[config.mk]
export PLATFORM = sky130hd
export DESIGN_NAME = bank_addr_extender
export DESIGN_NICKNAME = d
export VERILOG_FILES = /design/src/rtl/bxt_pkg.sv /design/src/rtl/bxt_decode.sv /design/src/rtl/bxt_bank_reg.sv /design/src/rtl/bxt_phys_map.sv /design/src/rtl/bxt_rdata_mux.sv /design/src/rtl/bank_addr_extender.sv
export SDC_FILE = /design/constraint.sdc
export NUM_CORES = 1
export LEC_CHECK = 0
export ABC_AREA = 1
export CORE_MARGIN = 4
export CORE_UTILIZATION = 25
export CTS_CLUSTER_SIZE = 8
export DETAILED_ROUTE_END_ITERATION = 8
export GPL_TIMING_DRIVEN = 1
export PLACE_DENSITY = 0.82
export REMOVE_ABC_BUFFERS = 1
export SYNTH_ARGS = -nofsm -noshare
export SYNTH_HDL_FRONTEND = slang
export SYNTH_HIERARCHICAL = 1
export SYNTH_SLANG_ARGS = --single-unit
[constraint.sdc]
create_clock -name clk -period 2.4 [get_ports clk]
set_input_delay 0.36 -clock clk [delete_from_list [all_inputs] [get_ports clk]]
set_output_delay 0.36 -clock clk [all_outputs]
set_load 0.05 [all_outputs]
[src/rtl/bxt_pkg.sv]
package bxt_pkg;
  parameter int unsigned OFFS_W = 15;
  parameter int unsigned BANK_W = 3;
  parameter int unsigned DATA_W = 8;

  typedef enum logic [2:0] {
    ACC_IDLE   = 3'd0,
    ACC_MEM_RD = 3'd1,
    ACC_MEM_WR = 3'd2,
    ACC_REG_RD = 3'd3,
    ACC_REG_WR = 3'd4
  } acc_kind_e;
endpackage

[src/rtl/bxt_decode.sv]
module bxt_decode
  import bxt_pkg::*;
(
  input  logic      sel_reg,
  input  logic      rd,
  input  logic      wr,
  output acc_kind_e kind
);
  always_comb begin
    kind = ACC_IDLE;
    if (wr)      kind = sel_reg ? ACC_REG_WR : ACC_MEM_WR;
    else if (rd) kind = sel_reg ? ACC_REG_RD : ACC_MEM_RD;
  end
endmodule

[src/rtl/bxt_bank_reg.sv]
module bxt_bank_reg #(
  parameter int unsigned BANK_W = 3,
  parameter int unsigned DATA_W = 8
) (
  input  logic              clk,
  input  logic              rst_n,
  input  logic              load,
  input  logic [DATA_W-1:0] wdata,
  output logic [BANK_W-1:0] bank_q
);
  always_ff @(posedge clk) begin
    if (!rst_n)    bank_q <= '0;
    else if (load) bank_q <= wdata[BANK_W-1:0];
  end
endmodule

[src/rtl/bxt_phys_map.sv]
module bxt_phys_map
  import bxt_pkg::*;
#(
  parameter int unsigned OFFS_W = 15,
  parameter int unsigned BANK_W = 3,
  localparam int unsigned PHYS_W = OFFS_W + BANK_W
) (
  input  acc_kind_e         kind,
  input  logic [BANK_W-1:0] bank,
  input  logic [OFFS_W-1:0] offs,
  output logic              ce,
  output logic              we,
  output logic [PHYS_W-1:0] paddr
);
  always_comb begin
    ce    = (kind == ACC_MEM_RD) || (kind == ACC_MEM_WR);
    we    = (kind == ACC_MEM_WR);
    paddr = {bank, offs};
  end
endmodule

[src/rtl/bxt_rdata_mux.sv]
module bxt_rdata_mux
  import bxt_pkg::*;
#(
  parameter int unsigned BANK_W = 3,
  parameter int unsigned DATA_W = 8
) (
  input  acc_kind_e         kind,
  input  logic [BANK_W-1:0] bank,
  input  logic [DATA_W-1:0] mem_rdata,
  output logic [DATA_W-1:0] rdata
);
  logic [DATA_W-1:0] bank_ext;

  generate
    if (DATA_W > BANK_W) begin : g_pad
      assign bank_ext = {{(DATA_W-BANK_W){1'b0}}, bank};
    end else begin : g_trunc
      assign bank_ext = bank[DATA_W-1:0];
    end
  endgenerate

  always_comb begin
    unique case (kind)
      ACC_MEM_RD: rdata = mem_rdata;
      ACC_REG_RD: rdata = bank_ext;
      default:    rdata = '0;
    endcase
  end
endmodule

[src/rtl/bank_addr_extender.sv]
module bank_addr_extender
  import bxt_pkg::*;
#(
  parameter int unsigned P_OFFS_W = bxt_pkg::OFFS_W,
  parameter int unsigned P_BANK_W = bxt_pkg::BANK_W,
  parameter int unsigned P_DATA_W = bxt_pkg::DATA_W,
  localparam int unsigned CPU_AW = P_OFFS_W + 1,
  localparam int unsigned PHYS_W = P_OFFS_W + P_BANK_W
) (
  input  logic                clk,
  input  logic                rst_n,
  input  logic [CPU_AW-1:0]   cpu_addr,
  input  logic [P_DATA_W-1:0] cpu_wdata,
  input  logic                cpu_rd,
  input  logic                cpu_wr,
  output logic [P_DATA_W-1:0] cpu_rdata,
  output logic                mem_ce,
  output logic                mem_we,
  output logic [PHYS_W-1:0]   mem_addr,
  output logic [P_DATA_W-1:0] mem_wdata,
  input  logic [P_DATA_W-1:0] mem_rdata
);
  acc_kind_e           kind;
  logic [P_BANK_W-1:0] bank_q;
  logic                bank_load;

  bxt_decode u_decode (
    .sel_reg (cpu_addr[CPU_AW-1]),
    .rd      (cpu_rd),
    .wr      (cpu_wr),
    .kind    (kind)
  );

  assign bank_load = (kind == ACC_REG_WR);

  bxt_bank_reg #(.BANK_W(P_BANK_W), .DATA_W(P_DATA_W)) u_bank (
    .clk    (clk),
    .rst_n  (rst_n),
    .load   (bank_load),
    .wdata  (cpu_wdata),
    .bank_q (bank_q)
  );

  bxt_phys_map #(.OFFS_W(P_OFFS_W), .BANK_W(P_BANK_W)) u_map (
    .kind  (kind),
    .bank  (bank_q),
    .offs  (cpu_addr[P_OFFS_W-1:0]),
    .ce    (mem_ce),
    .we    (mem_we),
    .paddr (mem_addr)
  );

  bxt_rdata_mux #(.BANK_W(P_BANK_W), .DATA_W(P_DATA_W)) u_rmux (
    .kind      (kind),
    .bank      (bank_q),
    .mem_rdata (mem_rdata),
    .rdata     (cpu_rdata)
  );

  assign mem_wdata = cpu_wdata;
endmodule

==> metrics.cfg, run 1 <==
[timing]
fmax_mhz=454.7
fin_skew_ns=0
setup_viol=0
fin_tns_setup_ns=0
maxSlewViolCount=0
whs_ns=0.5051
period_share_pct=91.64
relSlewSlack_pct=65.96
finalHoldViolCount=0
tightest_slew_ns=0.5090
period_needed_ns=2.199
rsz0062_at_grt=false

[global_routing]
antenna_found_initial=0
grt_pass1_vias=494
grt_usage_pct=12.99
grt_max_degree=11
grt_pass1_wl_mm=2.435
overflow=0

[cells_and_area]
area_delta_synth_final_pct=54.31
layout_common_cells=clkdlybuf4s50_1 (21), inv_1 (19), nand2_1 (14), nor2_1 (12), buf_12 (9)
final_common_cell=clkdlybuf4s50_1
final_cells=120
largest_register_ffs=3
drive_above_1_share_pct=16.84
nFillCells=191
nets=132
reg_top3=u_bank/bank_q x3
diodes=0
top_register=u_bank/bank_q

[critical_path]
rr_worst_depth=2
crit_required_ns=2.04
critical_path_class=input port to output port
rrSetupSlack_ns=1.82
end_kind=output port
arrival_ns=1.84
start_kind=input port
r2r_end=u_bank/bank_q[0]
worstPathMaxFanout=7
rr_startpoint=u_bank/bank_q[0]

[routing]
dr.pass1.iters=4
wire_per_inst_um=13.47
vias=510
drtIter0Drc=8
antenna_left=0
drt-total-wl_mm=1.616
drc=0
avgViaCountPerCell=4.250

[worst_hold_path]
whs_path_depth=2
hold_end=u_bank/bank_q[2]
holdCritStartpoint=u_bank/bank_q[2]
hp-class=register to register

[cts]
clock_latency_ns=0.23
cts_resized=0
root_buffer=clkbuf_4
tritoncts=built
cts_setup_buffers=0
clk_path_buf_depth=2
clk_pin_slew_worst_paths_ns=0.04
htreeDepth=1
numCtsBuffers=3
clkSinkCount=3
cts_hold_buf=0

[placement]
gp_congestion=0.6818
dp.cells=116
dp_hpwl_mm=1.385
port-buffer-count=31

[power_and_ir_drop]
powerDensity_mw_per_mm2=381.1
finalPower_uw=289.9
total_leakage_power_nw=0.3832
vdd.ir_drop.worst_v=0.0001488

[floorplanning]
num_rows=15
die_w_um=52.41
fp.dieArea_sq_mm=0.002746
initial_core_util_pct=27.36
die_y_um=52.41
coreArea_sq_mm=0.001802
io_pins=72

[synth]
synthesis.instances=85
postSynthAreaPerCell_sq_um=5.800
synth_area_leaders=buf_4 (40%), inv_1 (14%), dfxtp_1 (12%)
yosysSeqAreaShare_pct=12.18
ys_warn_count=6
yosys.area.top_type_share_pct=39.59
ys_ff_latch=3
ys_types=9
synth_area_leader_cell=buf_4
syn_area_sq_um=493.0

[status]
status=finished, final reports clean

[flow_run]
max_cap_viol_count=0

## routing by layer
layer	wire [um]	vias to the layer above	global-route usage, %
li1	-	249	-
met1	718	218	16.98
met2	615	41	14.88
met3	264	2	9.687
met4	17	0	6.383
met5	0	-	0
## per-stage QoR
stage	worst slack (ns)	cell area (sq um)	utilization, %
2_1_floorplan	0.4499	297.8	-
3_3_place_gp	0.2932	734.5	40.76
3_5_place_dp	0.2245	734.5	40.76
4_1_cts	0.2123	760.7	42.22
5_1_grt	0.03800	760.7	42.22
6_report	0.2007	760.7	42.22
## synth_stat cells
| library cell | number |
|---|---|
| nand3_1 | 3 |
| nand2_1 | 14 |
| buf_4 | 26 |
| nor2_2 | 1 |
| nand3_2 | 1 |
| dfxtp_1 | 3 |
| inv_1 | 19 |
| nor2_1 | 12 |
| nand4_1 | 6 |
## power breakdown
part / internal [mW] / total, mW / switching [mW]
Sequential: 0.0532 / 0.0557 / 0.00254
Clock: 0.0623 / 0.0888 / 0.0265
Combinational: 0.0646 / 0.145 / 0.0808
Total: 0.180 / 0.290 / 0.110
## how the worst max path moves through the flow
stage                      start            to  slack [ns]  cells past startpoint
after global routing      cpu_wr  cpu_rdata[7]        0.04                      8
after detailed placement  cpu_wr  cpu_rdata[6]        0.22                      8
after CTS                 cpu_wr  cpu_rdata[7]        0.21                      8
after floorplan           cpu_rd  cpu_rdata[3]        0.45                      4
after global placement    cpu_wr  cpu_rdata[4]        0.29                      8
final                     cpu_wr  cpu_rdata[5]        0.20                      8
## logic make-up after synthesis
logic type / count (synthesis) / synth area share (%)
simple gates: 37 / 33.76
buf+inv: 45 / 54.06
flops: 3 / 12.18
## final cells by class
class	instances	area [sq um]	share of cell area, %
clock buffers	4	26.28	3.454
inverters	19	71.32	9.375
multi-input cells	37	166.4	21.88
flip-flops and latches	3	60.06	7.895
well taps	25	31.28	4.112
repair buffers	32	405.4	53.29
## worst max-delay path, cell delays in order
cell and delay [ns]:
clkdlybuf4s50_1 0.51, inv_1 0.05, nand3_1 0.06, nand2_1 0.15
inv_1 0.18, nand3_2 0.13, nor2_1 0.21, buf_12 0.17
Power figures use the tool's default switching activity.
==> run 2: changes to the inputs <==
- CORE_MARGIN: 4 -> 1.5
- CORE_UTILIZATION: 25 -> 22
- SLEW_MARGIN: default -> 25
- SYNTH_HIERARCHICAL: 1 -> default
==> metrics.cfg, run 2 <==
[global_routing]
overflow=0  ; unchanged
antenna_found_initial=0  ; unchanged
grt_pass1_wl_mm=1.904  ; -22%
grt_pass1_vias=424  ; -14%
grt_max_degree=10  ; -1
grt_usage_pct=13.84  ; +0.85 points

[critical_path]
cp_num_buf_inv=2  ; -2
start_kind=input port
arrival_ns=1.64  ; -0.20 ns
rr_startpoint=u_bank.bank_q[2]
worstPathCellList=clkdlybuf4s50_1, clkdlybuf4s50_1
worstPathMaxFanout=2  ; -5
slowest_delay_ns=0.80  ; +0.29 ns
end_kind=output port
rr_worst_depth=4  ; +2
cp_top_family=buffers and inverters
crit_top_cell=clkdlybuf4s50_1
critical_path_class=input port to output port
crit_required_ns=2.04  ; about the same
path_depth=2  ; -6
cp-startpoint=cpu_wdata[1]
slowest_stage=clkdlybuf4s50_1

[status]
status=finished, final reports clean

[power_and_ir_drop]
switching_share_pct=36.84  ; -1.0 points
finalPower_uw=276.2  ; -4.7%
pwr-share-clk_pct=32.2  ; +1.6 points
pwr-share-seq_pct=20.5  ; +1.3 points
p_int_uw=174.5  ; -3.1%
total_leakage_power_nw=0.3216  ; -16%
powerDensity_mw_per_mm2=399.9  ; +4.9%
p_comb_share_pct=47.3  ; -2.8 points
p_sw_uw=101.7  ; -7.3%
vdd.ir_drop.worst_v=0.0001614  ; +8.4%

[routing]
dr.pass1.iters=3  ; -1
vias=446  ; -13%
wire_per_inst_um=14.15  ; +5.0%
drc=0  ; unchanged
drt-total-wl_mm=1.457  ; -9.8%
drtIter0Drc=6  ; -2
avgViaCountPerCell=4.330  ; +1.9%
antenna_left=0  ; unchanged

[timing]
period_share_pct=83.54  ; -8.1 points
rsz0062_at_grt=false
fin_tns_setup_ns=0  ; unchanged
fin_skew_ns=0  ; unchanged
fmax_mhz=498.8  ; +9.7%
period_needed_ns=2.005  ; -0.1943 ns
relSlewSlack_pct=65.96  ; about the same
finalHoldViolCount=0  ; unchanged
setup_viol=0  ; unchanged
tightest_slew_ns=0.5090  ; -0.00002307 ns
maxSlewViolCount=0  ; unchanged

[cells_and_area]
reg_top3=u_bank.bank_q x3
final_cells=103  ; -14%
diodes=0  ; unchanged
layout_common_cells=clkdlybuf4s50_1 (21), nor2_1 (12), nand2_1 (9), buf_12 (9), inv_1 (8)
top_register=u_bank.bank_q
drive_above_1_share_pct=21.79  ; +5.0 points
final_cell_area_sq_um=690.7  ; -9.2%
final_common_cell=clkdlybuf4s50_1
final_core_util_pct=40.00  ; -2.2 points
area_delta_synth_final_pct=69.33
largest_register_ffs=3  ; unchanged
nets=115  ; -13%

[synth]
ys_ff_latch=3  ; unchanged
ys_warn_count=0  ; -6
synth_common_cells=buf_4 (23), nor2_1 (12), nand2_1 (9)
yosysSeqAreaShare_pct=14.72  ; +2.5 points
yosysMostFrequentCell=buf_4
ys_async_sr_fraction_pct=0  ; unchanged
ys.flop_type=dfxtp_1
yosys.area.top_type_share_pct=42.33  ; +2.7 points
synth_edf_count=0  ; unchanged
synthesis.instances=66  ; -22%
synth_area_leader_cell=buf_4
postSynthAreaPerCell_sq_um=6.180  ; +6.6%
synth_area_leaders=buf_4 (42%), dfxtp_1 (15%), nor2_1 (11%)
syn_area_sq_um=407.9  ; -17%
ys_types=10  ; +1

[cts]
clock_latency_ns=0.23  ; about the same
root_buffer=clkbuf_4
cts_hold_buf=0  ; unchanged
cts_resized=0  ; unchanged
tritoncts=built
numCtsBuffers=3  ; unchanged
clk_path_buf_depth=2  ; unchanged
cts_setup_buffers=0  ; unchanged
clkSinkCount=3  ; unchanged
htreeDepth=1  ; unchanged
clk_pin_slew_worst_paths_ns=0.04  ; about the same

[floorplanning]
num_rows=15  ; unchanged
die_w_um=46.06  ; -12%
coreArea_sq_mm=0.001727  ; -4.2%
die_y_um=46.06  ; -12%
io_pins=72  ; unchanged
fp.dieArea_sq_mm=0.002122  ; -23%
initial_core_util_pct=23.62  ; -3.7 points

[placement]
gp_congestion=0.7223  ; +5.9%
dp_hpwl_mm=1.200  ; -13%
dp.cells=99  ; -15%
place_area_sq_um=664.4  ; -9.5%
port-buffer-count=31  ; unchanged

[worst_hold_path]
whs_path_depth=4  ; +2
hp-class=register to register
holdCritStartpoint=u_bank.bank_q[0]

[flow_run]
max_cap_viol_count=0  ; unchanged

## run 2: changes by cell type after synthesis
cell | before | now
inv_1 | 19 | 8
nand2_1 | 14 | 9
buf_4 | 26 | 23
nand3_1 | 3 | 0
inv_2 | 0 | 2
nand2_2 | 0 | 1
nor2_2 | 1 | 0
o21ai_0 | 0 | 1
## run 2: path summary, 6_finish.rpt
kind	endpoint	slack, ns
worst max-delay path	mem_wdata[1]	0.40
worst min-delay path	u_bank.bank_q[0]	0.54
worst min register to register	u_bank.bank_q[0]	0.54
worst max register to register	u_bank.bank_q[2]	1.75
## run 2: final cells by class
type / count / area [sq um]
clock buffer: 4 / 26.28
fill: 178 / 1036
inverter: 10 / 37.54
multi-input combinational: 30 / 137.6
sequential: 3 / 60.06
tap: 25 / 31.28
timing repair buffer: 31 / 397.9
## run 2: worst register-to-register path, delay by kind of cell (launching register included)
family,cells,cell delay (ns)
simple gates,3,0.18
flops,1,0.36
buf+inv,1,0.05
## run 2: logic make-up after synthesis
kind of cell	count (synthesis)	synth area share (%)
buffers and inverters	33	51.54
and+or+nand+nor	29	32.52
DFF	3	14.72
AOI/OAI and AO/OA	1	1.226
## run 2: power by group through the flow
| stage | combinational, mW | clock [mW] | sequential [mW] |
|---|---|---|---|
| after floorplan | 0.0394 | 0 | 0.0683 |
| after global placement | 0.130 | 0 | 0.0570 |
| after detailed placement | 0.131 | 0 | 0.0574 |
| after CTS | 0.131 | 0.0937 | 0.0566 |
| after global routing | 0.137 | 0.0942 | 0.0574 |
| final | 0.131 | 0.0889 | 0.0566 |
## run 2: metrics by stage
step                      worst slack [ns]  hold slack (ns)
after floorplan                     0.5192           0.4805
after global placement              0.4050           0.5336
after detailed placement            0.4005           0.5354
after CTS                           0.3899           0.5443
after global routing                0.3473           0.5729
final                               0.3950           0.5432
## run 2: routing by layer
layer / up-vias / GRT usage, % / wire length [um]
met2: 54 / 16.67 / 537
li1: 203 / - / -
met5: - / 0 / 0
met4: 0 / 8.571 / 19
met3: 2 / 11.37 / 345
met1: 187 / 16.24 / 555
==> run 3: changes to the inputs <==
- CORE_UTILIZATION: 22 -> 20
- PLACE_DENSITY: 0.82 -> 0.75
- clock period: 2.4 -> 1.9 ns (I/O delays scaled with it)
==> metrics.cfg, run 3 (synthesis gave the netlist of run 2 again) <==
[floorplanning]
coreArea_sq_mm=0.001942  ; +12%
die_y_um=48.16  ; +4.6%
io_pins=72  ; unchanged
fp.dieArea_sq_mm=0.002319  ; +9.3%
die_w_um=48.16  ; +4.6%
num_rows=16  ; +1
initial_core_util_pct=21.01  ; -2.6 points

[cells_and_area]
final_common_cell=clkdlybuf4s50_1
final_core_util_pct=38.27  ; -1.7 points
reg_top3=u_bank.bank_q x3
diodes=0  ; unchanged
layout_common_cells=clkdlybuf4s50_1 (18), buf_12 (13), nor2_1 (12), nand2_1 (9), inv_1 (8)
largest_register_ffs=3  ; unchanged
nets=116  ; +0.87%
area_delta_synth_final_pct=82.21
nFillCells=212  ; +19%
top_register=u_bank.bank_q
drive_above_1_share_pct=26.58  ; +4.8 points

[timing]
finalHoldViolCount=0  ; unchanged
period_needed_ns=1.759
rsz0062_at_grt=false
fin_tns_setup_ns=0  ; unchanged
maxSlewViolCount=0  ; unchanged
fmax_mhz=568.6
relSlewSlack_pct=65.98  ; about the same
whs_ns=0.5367  ; -0.006518 ns
tightest_slew_ns=0.5088  ; -0.0002564 ns
fin_skew_ns=0  ; unchanged
setup_ws_ns=0.1412  ; -0.2538 ns
period_share_pct=92.57
setup_viol=0  ; unchanged

[global_routing]
grt_usage_pct=14.19  ; +0.35 points
grt_pass1_wl_mm=2.070  ; +8.7%
grt_pass1_vias=446  ; +5.2%
antenna_found_initial=0  ; unchanged
grt_max_degree=10  ; unchanged
overflow=0  ; unchanged

[cts]
root_buffer=clkbuf_4
tritoncts=built
cts_setup_buffers=0  ; unchanged
clk_pin_slew_worst_paths_ns=0.04  ; about the same
cts_hold_buf=0  ; unchanged
clock_latency_ns=0.24  ; about the same
clkSinkCount=3  ; unchanged
clk_path_buf_depth=2  ; unchanged
cts_resized=0  ; unchanged
htreeDepth=1  ; unchanged
numCtsBuffers=3  ; unchanged

[critical_path]
start_kind=input port
worstPathCellList=clkdlybuf4s50_1, nand3_2, nor2_1, buf_12
slowest_stage=clkdlybuf4s50_1
cp_num_buf_inv=2  ; unchanged
slowest_delay_ns=0.61  ; -0.19 ns
crit_required_ns=1.62  ; -0.42 ns
critical_path_class=input port to output port
end_kind=output port
cp_top_family=buffers and inverters
arrival_ns=1.47  ; -0.17 ns
worstPathMaxFanout=7  ; +5

[power_and_ir_drop]
powerDensity_mw_per_mm2=491.4  ; +23%
finalPower_uw=365.2  ; +32%
total_leakage_power_nw=0.3465  ; +7.7%
vdd.ir_drop.worst_v=0.0002115  ; +31%

[routing]
antenna_left=0  ; unchanged
avgViaCountPerCell=4.274  ; -1.3%
dr.pass1.iters=5  ; +2
drc=0  ; unchanged
drt-total-wl_mm=1.524  ; +4.6%
vias=453  ; +1.6%
drtIter0Drc=13  ; +7
wire_per_inst_um=14.38  ; +1.6%

[placement]
dp_slack_ns=0.1476  ; -0.2529 ns
port-buffer-count=31  ; unchanged
dp_hpwl_mm=1.290  ; +7.6%
gp_congestion=0.7470  ; +3.4%

[status]
status=finished, final reports clean

[worst_hold_path]
hp-class=register to register

[flow_run]
max_cap_viol_count=0  ; unchanged

==> run 3: metrics by stage <==
stage	cell area [sq um]	cells
2_1_floorplan	235.2	43
3_3_place_gp	716.9	102
3_5_place_dp	716.9	102
4_1_cts	743.2	106
5_1_grt	743.2	106
6_report	743.2	106
==> run 3: power by group <==
group | total (mW) | switching, mW | internal (mW)
Clock | 0.114 | 0.0355 | 0.0789
Sequential | 0.0710 | 0.00326 | 0.0677
Combinational | 0.180 | 0.0950 | 0.0849
==> run 3: layout make-up <==
class | count | area [sq um] | area share, %
Clock buffer | 4 | 26.28 | 3.535
Inverter | 10 | 37.54 | 5.051
Multi-Input combinational cell | 30 | 137.6 | 18.52
Sequential cell | 3 | 60.06 | 8.081
Tap cell | 27 | 33.78 | 4.545
Timing Repair Buffer | 32 | 447.9 | 60.27
==> run 3: worst paths after layout <==
kind                            slack, ns          endpoint  cells past startpoint        startpoint
worst max-delay path                 0.14      cpu_rdata[3]                      4            cpu_rd
worst min-delay path                 0.54  u_bank.bank_q[0]                      4  u_bank.bank_q[0]
worst max register to register       1.26  u_bank.bank_q[1]                      4  u_bank.bank_q[1]
worst min register to register       0.54  u_bank.bank_q[0]                      4  u_bank.bank_q[0]
==> run 3: worst register-to-register path: cells and delay by family (launching register included) <==
kind	cells	cell delay, ns
buffers and inverters	1	0.05
flip-flops	1	0.35
AND/OR/NAND/NOR	3	0.17
==> run 3: routing by layer <==
metal,share of wire (%),up-vias,global-route usage (%)
met2,37,52,18.16
met4,1.4,0,8.108
met1,39,193,16.22
li1,-,206,-
met3,22,2,11.48
met5,0,-,0
